### src/rtl/prs_pkg.sv
package prs_pkg;

    typedef enum logic [1:0] {
        ST_OFF  = 2'd0,
        ST_ARM  = 2'd1,
        ST_HOLD = 2'd2,
        ST_RUN  = 2'd3
    } prs_state_e;

endpackage

### src/rtl/prs_ms_timer.sv
// Millisecond timer: a clock divider feeding a saturating ms counter.
module prs_ms_timer #(
    parameter int CYC_PER_MS = 1000,
    parameter int MS_MAX     = 10,
    localparam int DIV_W     = (CYC_PER_MS > 1) ? $clog2(CYC_PER_MS) : 1,
    localparam int MS_W      = $clog2(MS_MAX + 1)
) (
    input  logic            clk,
    input  logic            clr,
    input  logic            en,
    output logic [MS_W-1:0] ms
);

    localparam logic [DIV_W-1:0] DIV_LAST = DIV_W'(CYC_PER_MS - 1);
    localparam logic [MS_W-1:0]  MS_TOP   = MS_W'(MS_MAX);

    logic [DIV_W-1:0] div_q;
    logic [MS_W-1:0]  ms_q;

    always_ff @(posedge clk) begin
        if (clr) begin
            div_q <= '0;
            ms_q  <= '0;
        end else if (en) begin
            if (div_q == DIV_LAST) begin
                div_q <= '0;
                if (ms_q != MS_TOP) begin
                    ms_q <= ms_q + 1'b1;
                end
            end else begin
                div_q <= div_q + 1'b1;
            end
        end
    end

    assign ms = ms_q;

endmodule

### src/rtl/prs_out_gate.sv
// Output-disable delay line: out_dis follows reset assertion after DLY clocks.
module prs_out_gate #(
    parameter int DLY = 2
) (
    input  logic clk,
    input  logic rst_n_in,
    output logic dis
);

    logic [DLY-1:0] pipe_q;

    always_ff @(posedge clk) begin
        pipe_q[0] <= ~rst_n_in;
    end

    for (genvar i = 1; i < DLY; i++) begin : g_stage
        always_ff @(posedge clk) begin
            pipe_q[i] <= pipe_q[i-1];
        end
    end

    assign dis = pipe_q[DLY-1];

endmodule

### src/rtl/prs_strap_latch.sv
// Configuration latch: captured on reset release, cleared on power loss.
module prs_strap_latch #(
    parameter int W = 8
) (
    input  logic         clk,
    input  logic         clr,
    input  logic         cap,
    input  logic [W-1:0] d,
    output logic [W-1:0] q
);

    logic [W-1:0] q_r;

    always_ff @(posedge clk) begin
        if (clr) begin
            q_r <= '0;
        end else if (cap) begin
            q_r <= d;
        end
    end

    assign q = q_r;

endmodule

### src/rtl/pwr_rst_seq.sv
module pwr_rst_seq
    import prs_pkg::*;
#(
    parameter int CYC_PER_MS = 100000,
    parameter int RST_MS     = 2,
    parameter int MAX_MS     = 10,
    parameter int OFF_DLY    = 2,
    parameter int STRAP_W    = 8
) (
    input  logic               clk,
    input  logic               pwr_good,
    input  logic               clk_stable,
    input  logic [STRAP_W-1:0] straps,
    output logic               rst_n_out,
    output logic               out_dis,
    output logic [STRAP_W-1:0] cfg_q,
    output logic               tim_viol
);

    localparam int MS_W = $clog2(MAX_MS + 1);
    localparam logic [MS_W-1:0] HOLD_MS = MS_W'(RST_MS);
    localparam logic [MS_W-1:0] CAP_MS  = MS_W'(MAX_MS);

    prs_state_e state, state_nx;

    logic [MS_W-1:0] hold_ms;
    logic [MS_W-1:0] win_ms;
    logic            hold_done;
    logic            win_done;
    logic            set_viol;
    logic            rst_n_q;
    logic            viol_q;
    logic            cap_cfg;
    logic            clr_cfg;

    // Hold timer: runs only in ST_HOLD, restarts whenever it is left.
    prs_ms_timer #(
        .CYC_PER_MS (CYC_PER_MS),
        .MS_MAX     (MAX_MS)
    ) u_hold_tmr (
        .clk (clk),
        .clr (state != ST_HOLD),
        .en  (1'b1),
        .ms  (hold_ms)
    );

    // Window timer: runs while reset is held with power-good high.
    prs_ms_timer #(
        .CYC_PER_MS (CYC_PER_MS),
        .MS_MAX     (MAX_MS)
    ) u_win_tmr (
        .clk (clk),
        .clr ((state == ST_OFF) || (state == ST_RUN)),
        .en  (1'b1),
        .ms  (win_ms)
    );

    assign hold_done = (hold_ms == HOLD_MS);
    assign win_done  = (win_ms == CAP_MS);

    // State register.
    always_ff @(posedge clk) begin
        state <= state_nx;
    end

    // Next-state logic.
    always_comb begin
        state_nx = state;
        set_viol = 1'b0;
        if (!pwr_good) begin
            state_nx = ST_OFF;
        end else begin
            unique case (state)
                ST_OFF: begin
                    state_nx = clk_stable ? ST_HOLD : ST_ARM;
                end
                ST_ARM: begin
                    if (win_done) begin
                        state_nx = ST_RUN;
                        set_viol = 1'b1;
                    end else if (clk_stable) begin
                        state_nx = ST_HOLD;
                    end
                end
                ST_HOLD: begin
                    if (win_done) begin
                        state_nx = ST_RUN;
                        set_viol = 1'b1;
                    end else if (!clk_stable) begin
                        state_nx = ST_ARM;
                        set_viol = 1'b1;
                    end else if (hold_done) begin
                        state_nx = ST_RUN;
                    end
                end
                ST_RUN: begin
                    state_nx = ST_RUN;
                end
                default: begin
                    state_nx = ST_OFF;
                end
            endcase
        end
    end

    // Registered outputs, decoded from the next state.
    always_ff @(posedge clk) begin
        rst_n_q <= (state_nx == ST_RUN);
        if (state_nx == ST_OFF) begin
            viol_q <= 1'b0;
        end else begin
            viol_q <= viol_q | set_viol;
        end
    end

    assign cap_cfg = (state_nx == ST_RUN) && (state != ST_RUN);
    assign clr_cfg = (state_nx == ST_OFF);

    prs_strap_latch #(
        .W (STRAP_W)
    ) u_cfg (
        .clk (clk),
        .clr (clr_cfg),
        .cap (cap_cfg),
        .d   (straps),
        .q   (cfg_q)
    );

    prs_out_gate #(
        .DLY (OFF_DLY)
    ) u_gate (
        .clk      (clk),
        .rst_n_in (rst_n_q),
        .dis      (out_dis)
    );

    assign rst_n_out = rst_n_q;
    assign tim_viol  = viol_q;

endmodule

### config.mk
export PLATFORM = sky130hd
export DESIGN_NAME = pwr_rst_seq
export DESIGN_NICKNAME = d
export VERILOG_FILES = /design/src/rtl/prs_pkg.sv /design/src/rtl/prs_ms_timer.sv /design/src/rtl/prs_out_gate.sv /design/src/rtl/prs_strap_latch.sv /design/src/rtl/pwr_rst_seq.sv
export SDC_FILE = /design/constraint.sdc
export NUM_CORES = 1
export LEC_CHECK = 0
export ABC_AREA = 0
export ABC_CLOCK_PERIOD_IN_PS = 3500
export BUFFER_PORTS_ARGS = -buffer_cell sky130_fd_sc_hd__buf_2
export CORE_ASPECT_RATIO = 0.5
export CORE_UTILIZATION = 29
export CTS_CLUSTER_DIAMETER = 200
export DETAILED_ROUTE_END_ITERATION = 6
export GPL_TIMING_DRIVEN = 0
export PLACE_DENSITY_LB_ADDON = 0.05
export SLEW_MARGIN = 20
export SYNTH_ARGS = -nofsm -noshare
export SYNTH_HDL_FRONTEND = slang
export SYNTH_SLANG_ARGS = --single-unit
### constraint.sdc
create_clock -name clk -period 3.5 [get_ports clk]
set_input_delay 0 -clock clk [delete_from_list [all_inputs] [get_ports clk]]
set_output_delay 0 -clock clk [all_outputs]
set_load 0.005 [all_outputs]
Word-level counts from Yosys, hierarchy flattened. Cells that the tools add are included.

Register bits: 56. Bits of input ports: 11. Output and inout port bits: 11.

$add $sub $neg: 4. Equality and inequality tests: 12. Muxes and demuxes: 13. Bitwise logic cells: 2. Reductions and logical operators: 8.

Operators with widths (count): 17-bit by 1-bit adder with 17-bit output (second input constant) (2); 17-bit equality test (second input constant) (2); 2-bit two-way mux (7); 4-bit by 1-bit adder with 4-bit output (second input constant) (2); 4-bit inequality test (second input constant) (2); 2-bit one-hot mux with 4 select lines (1); 2-bit equality test (second input constant) (3); 4-bit by 2-bit equality test with 1-bit output (second input constant) (1); 4-bit equality test (second input constant) (1); 2-bit logical NOT (2); 1-bit two-way mux (4); 2-bit inequality test (second input constant) (2); 2-bit AND reduction (2); 2-bit OR reduction (2); 2-bit by 1-bit equality test with 1-bit output (second input constant) (1); 1-bit one-hot mux with 2 select lines (1); 1-bit logical AND (1); 1-bit logical OR (1); 1-bit NOT (1); 1-bit bitwise OR (1).

Logic depth before layout (Yosys ltp).
Depth in word-level cells: 8. Gate-level depth with buffers: 8. Depth with buffers taken out: 7.

Modules after synthesis. From an unflattened synthesis, not the netlist that was laid out.

Cells, all modules: 304. Area, all modules: 2743.9 um^2.

By module, submodules not included: prs_ms_timer (instances 2, cells an instance 118, area an instance 1043.5 um^2); pwr_rst_seq (instances 1, cells an instance 39, area an instance 327.8 um^2); prs_strap_latch (instances 1, cells an instance 26, area an instance 285.3 um^2); prs_out_gate (instances 1, cells an instance 3, area an instance 43.8 um^2).

Worst setup path after synthesis. Ideal clock, no wire load.

Path kind: register -> register. From: register state[0]. To: register u_cfg.q_r[0] (netlist: u_cfg.q[0]). Library setup time: 0.061 ns. Data arrival time: 1.915 ns. Data required time: 3.439 ns. Path slack: 1.524 ns. Cell stages (with the launch flop): 9. Path through: dfxtp_1 -> inv_1 -> ha_1 -> clkbuf_2 -> nor2_1 -> nand4b_1 -> nor3b_1 -> o32ai_2 -> a22o_1.

Longest elaborated chain between the ends: 7.

RTL lines: start: declaration (RTL line pwr_rst_seq.sv:24) `prs_state_e state, state_nx;`; start signal: assignment (RTL line pwr_rst_seq.sv:63) `state <= state_nx;`; 2-bit two-way mux (RTL line pwr_rst_seq.sv:92) `end else if (hold_done) begin`; 2-bit two-way mux (RTL line pwr_rst_seq.sv:89) `end else if (!clk_stable) begin`; 2-bit two-way mux (RTL line pwr_rst_seq.sv:86) `if (win_done) begin`; 2-bit one-hot mux with 4 select lines (RTL line pwr_rst_seq.sv:73) `unique case (state)`; 2-bit two-way mux (RTL line pwr_rst_seq.sv:70) `if (!pwr_good) begin`; 2-bit equality test (RTL line pwr_rst_seq.sv:116) `assign cap_cfg = (state_nx == ST_RUN) && (state != ST_RUN);`; 1-bit logical AND (RTL line pwr_rst_seq.sv:116); end signal: assignment (RTL line prs_strap_latch.sv:16) `q_r <= '0;`; end signal: assignment (RTL line prs_strap_latch.sv:18) `q_r <= d;`; end: declaration (RTL line prs_strap_latch.sv:12) `logic [W-1:0] q_r;`.

Several ways; a longest one is shown, not always the timed one. A chain may end at the register's enable or synchronous reset.

Worst setup path in the final report.
From: register state[0]. To: register u_cfg.q_r[6] (netlist: u_cfg.q[6]).

The elaborated chain is that of the path after synthesis.

==> metrics.md <==
| Metric | Value |
|---|---|
| CP Capture Type | `register` |
| IO Port Bufs | `21` |
| TritonRoute pass-1 iters | `4` |
| #FFs+latches synth | `between 50 and 60` |
| Final WL | `4900 um` |
| Hold Crit Class | `primary input to register` |
| Final Power | `1.67 mW` |
| Buf+Inv Stages, Crit Path | `2` |
| Max-cap violations | `0` |
| CTS Sinks | `between 50 and 60` |
| I/O pins | `22` |
| Tcrit/Tclk final | `around 70%` |
| Slew Viols, Final | `0` |
| Nets@finish | `330` |
| Syn_nets | `around 290` |
| Count leader, synth | `dfxtp_1` |
| WL/cell | `11.6 um` |
| Vias in the first global route | `about 1900` |
| Row count | `23` |
| Leak | `between 1 and 1.5 nW` |
| Largest cells by area after synthesis | `dfxtp_1, nor2_1, xor2_1` |
| Crit-path cells | `inv_1, ha_1, clkbuf_2, nor2_1, nand4b_1, nor3b_1, o32ai_2, a22o_1` |
| GRT Total Usage | `between 10% and 20%` |
| Sum Neg Setup Slack | `0 ns` |
| Vias per cell | `approximately 4.6` |
| Sequential-to-total area share from yosys stat | `about 44%` |
| Core box area | `roughly 8200 um^2` |
| Largest net degree at the start of global routing | `17` |
| Relative slew slack | `around three fifths` |
| Layout area overhead | `20.5%` |
| Gr ovfl total | `0` |
| Top cells by count, synth | `dfxtp_1, nor2_1, xor2_1, nand3_1, xnor2_1` |
| Worst skew pair latency | `around 0.29 ns` |
| Post-synth ARST share | `0%` |
| Area of the mapped netlist | `around 2500 um^2` |
| Syn Inst Count | `272` |
| Fin. Hold Viols | `0` |
| RSZ-0062 raised after global routing | `no` |
| Yosys top cell area share | `between 40% and 50%` |
| Status | `finished clean` |
| Maximum VDD drop | `roughly 0.20 mV` |
| N_diodes | `0` |
| Number of synthesized flops with an enable pin | `0` |
| Slowest-stage cell, CP | `o32ai_2` |
| 1st-iter DRT viols | `53` |
| CP delay by family, top | `compound AO/OA/AOI/OAI gates` |
| Clk buf depth | `2` |
| Detailed-route DRC error count | `0` |
| Initial antenna violation count | `0` |
| Detail Placement HPWL | `3520 um` |
| Die width | `134 um` |
| Max Clk Rate | `just over 400 MHz` |
| RePlAce Congestion | `a little under 0.8` |
| # resized after CTS | `0` |
| Clk_skew | `just over 0.005 ns` |
| CP required | `around 3.7 ns` |
| CP Class | `register to register` |
| Syn Area/Cell | `just over 9 um^2` |
| Hold_buf cts | `9` |
| H-tree depth | `2` |
| CTS tree | `yes` |
| DIE AREA | `9090 um^2` |
| Power Density | `around 550 nW/um^2` |
| Chip height | `between 60 and 70 um` |
| Final Setup Violations | `0` |
| Post-CTS setup buffers | `0` |
| DRT antenna net count | `0` |
| Initial Utilization | `30.7%` |
| First-pass GRT wire length | `8520 um` |
| Clock transition at path regs | `approximately 0.070 ns` |
| CTS Buf Count | `5` |
| Ys Warns | `0` |
| Layout cells sized above 1 | `approximately 14%` |
| Startpoint type of the worst setup path | `register` |
| Crit Path Max Fanout | `10` |
| Min cycle time layout | `~2.4 ns` |
| Vias post-DR | `~2000` |
| Slowest stage delay, CP | `~0.57 ns` |
| Tightest Pin Transition | `about 0.61 ns` |
| Arrival @ worst endpoint | `2.65 ns` |
| Clock root buffer | `clkbuf_16` |
| Main synth FF type | `dfxtp_1` |
| Synth area leader | `dfxtp_1` |
| Netlist cell types | `50` |
-- registers in the layout (all words and copies together), names as in the netlist --
signal / flops
u_hold_tmr.ms: 4
u_win_tmr.div_q: 17
u_gate.pipe_q: 1
state: 2
u_cfg.q: 8
rst_n_out: 1
u_win_tmr.ms: 4
u_hold_tmr.div_q: 17
u_gate.dis: 1
tim_viol: 1
-- power breakdown --
part / internal (mW) / switching, mW / leakage, nW / total (mW)
Combinational: 0.125 / 0.245 / 0.620 / 0.370
Sequential: 0.668 / 0.0311 / 0.452 / 0.699
Clock: 0.377 / 0.228 / 0.0901 / 0.605
Total: 1.17 / 0.504 / 1.16 / 1.67
-- worst min-delay path: cells and delay by family --
family | cells | cell delay [ns]
compound gates | 2 | 0.24
buf+inv | 2 | 0.20
-- kinds of logic after synthesis --
kind of cell | count (synthesis) | share of synthesized area, %
buffers and inverters | 18 | 2.88
DFF | 56 | 44.5
AOI/OAI and AO/OA | 31 | 9.48
xor gates and xnor gates | 33 | 11.5
adders and majority gates | 10 | 4.96
and+or+nand+nor | 124 | 26.7
-- layout by cell type (no fill, tap or decap), drive strengths merged, types with 2 or more instances in the layout --
master and count:
dfxtp 56, nor2 43, buf 23, xor2 18, nand3 18, xnor2 15, inv 13, nand2 13
ha 10, clkbuf 10, dlygate4sd3 9, a22o 8, and2 8, nor3 7, nand4 6, nor4 6
a21oi 5, o21ai 4, or3 4, o211a 3, and3 3, nand3b 2, nand2b 2, nand4b 2
a21boi 2
-- area by class of cell --
class                   count  area (um^2)
flip-flops and latches     56         1120
fillers                   836         5160
clock inverters             1         30.0
repair buffers             30          195
well taps                 112          140
clock buffers               7          153
multi-input cells         198         1330
inverters                  13         48.8
plain buffers               5         23.8
-- layer usage --
metal  global-route usage, %  wire length, um  vias up
met5                       0                0        -
met4                    3.98               52        0
met1                    14.1             2420      909
met3                    4.00              162        7
met2                    20.9             2260       22
li1                        -                -     1011
-- worst paths after layout --
kind	start	to	slack, ns	cells after the start
worst max-delay path	state[0]	u_cfg.q[6]	1.09	8
worst max register to register	state[0]	u_cfg.q[6]	1.09	8
worst min-delay path	clk_stable	state[0]	0.20	4
worst min register to register	u_gate.pipe_q[0]	u_gate.dis	0.33	0
-- stage by stage --
stage	instance area, um^2	hold slack, ns	setup WS [ns]	utilization (%)	instances
after floorplan	2520	0.133	1.52	-	272
after global placement	2770	0.217	1.12	33.7	405
after detailed placement	2770	0.225	1.11	33.7	405
after CTS	3040	0.182	1.09	37.1	422
after global routing	3040	0.213	0.920	37.1	422
final	3040	0.198	1.09	37.1	422
(Power assumes the default switching activity.)
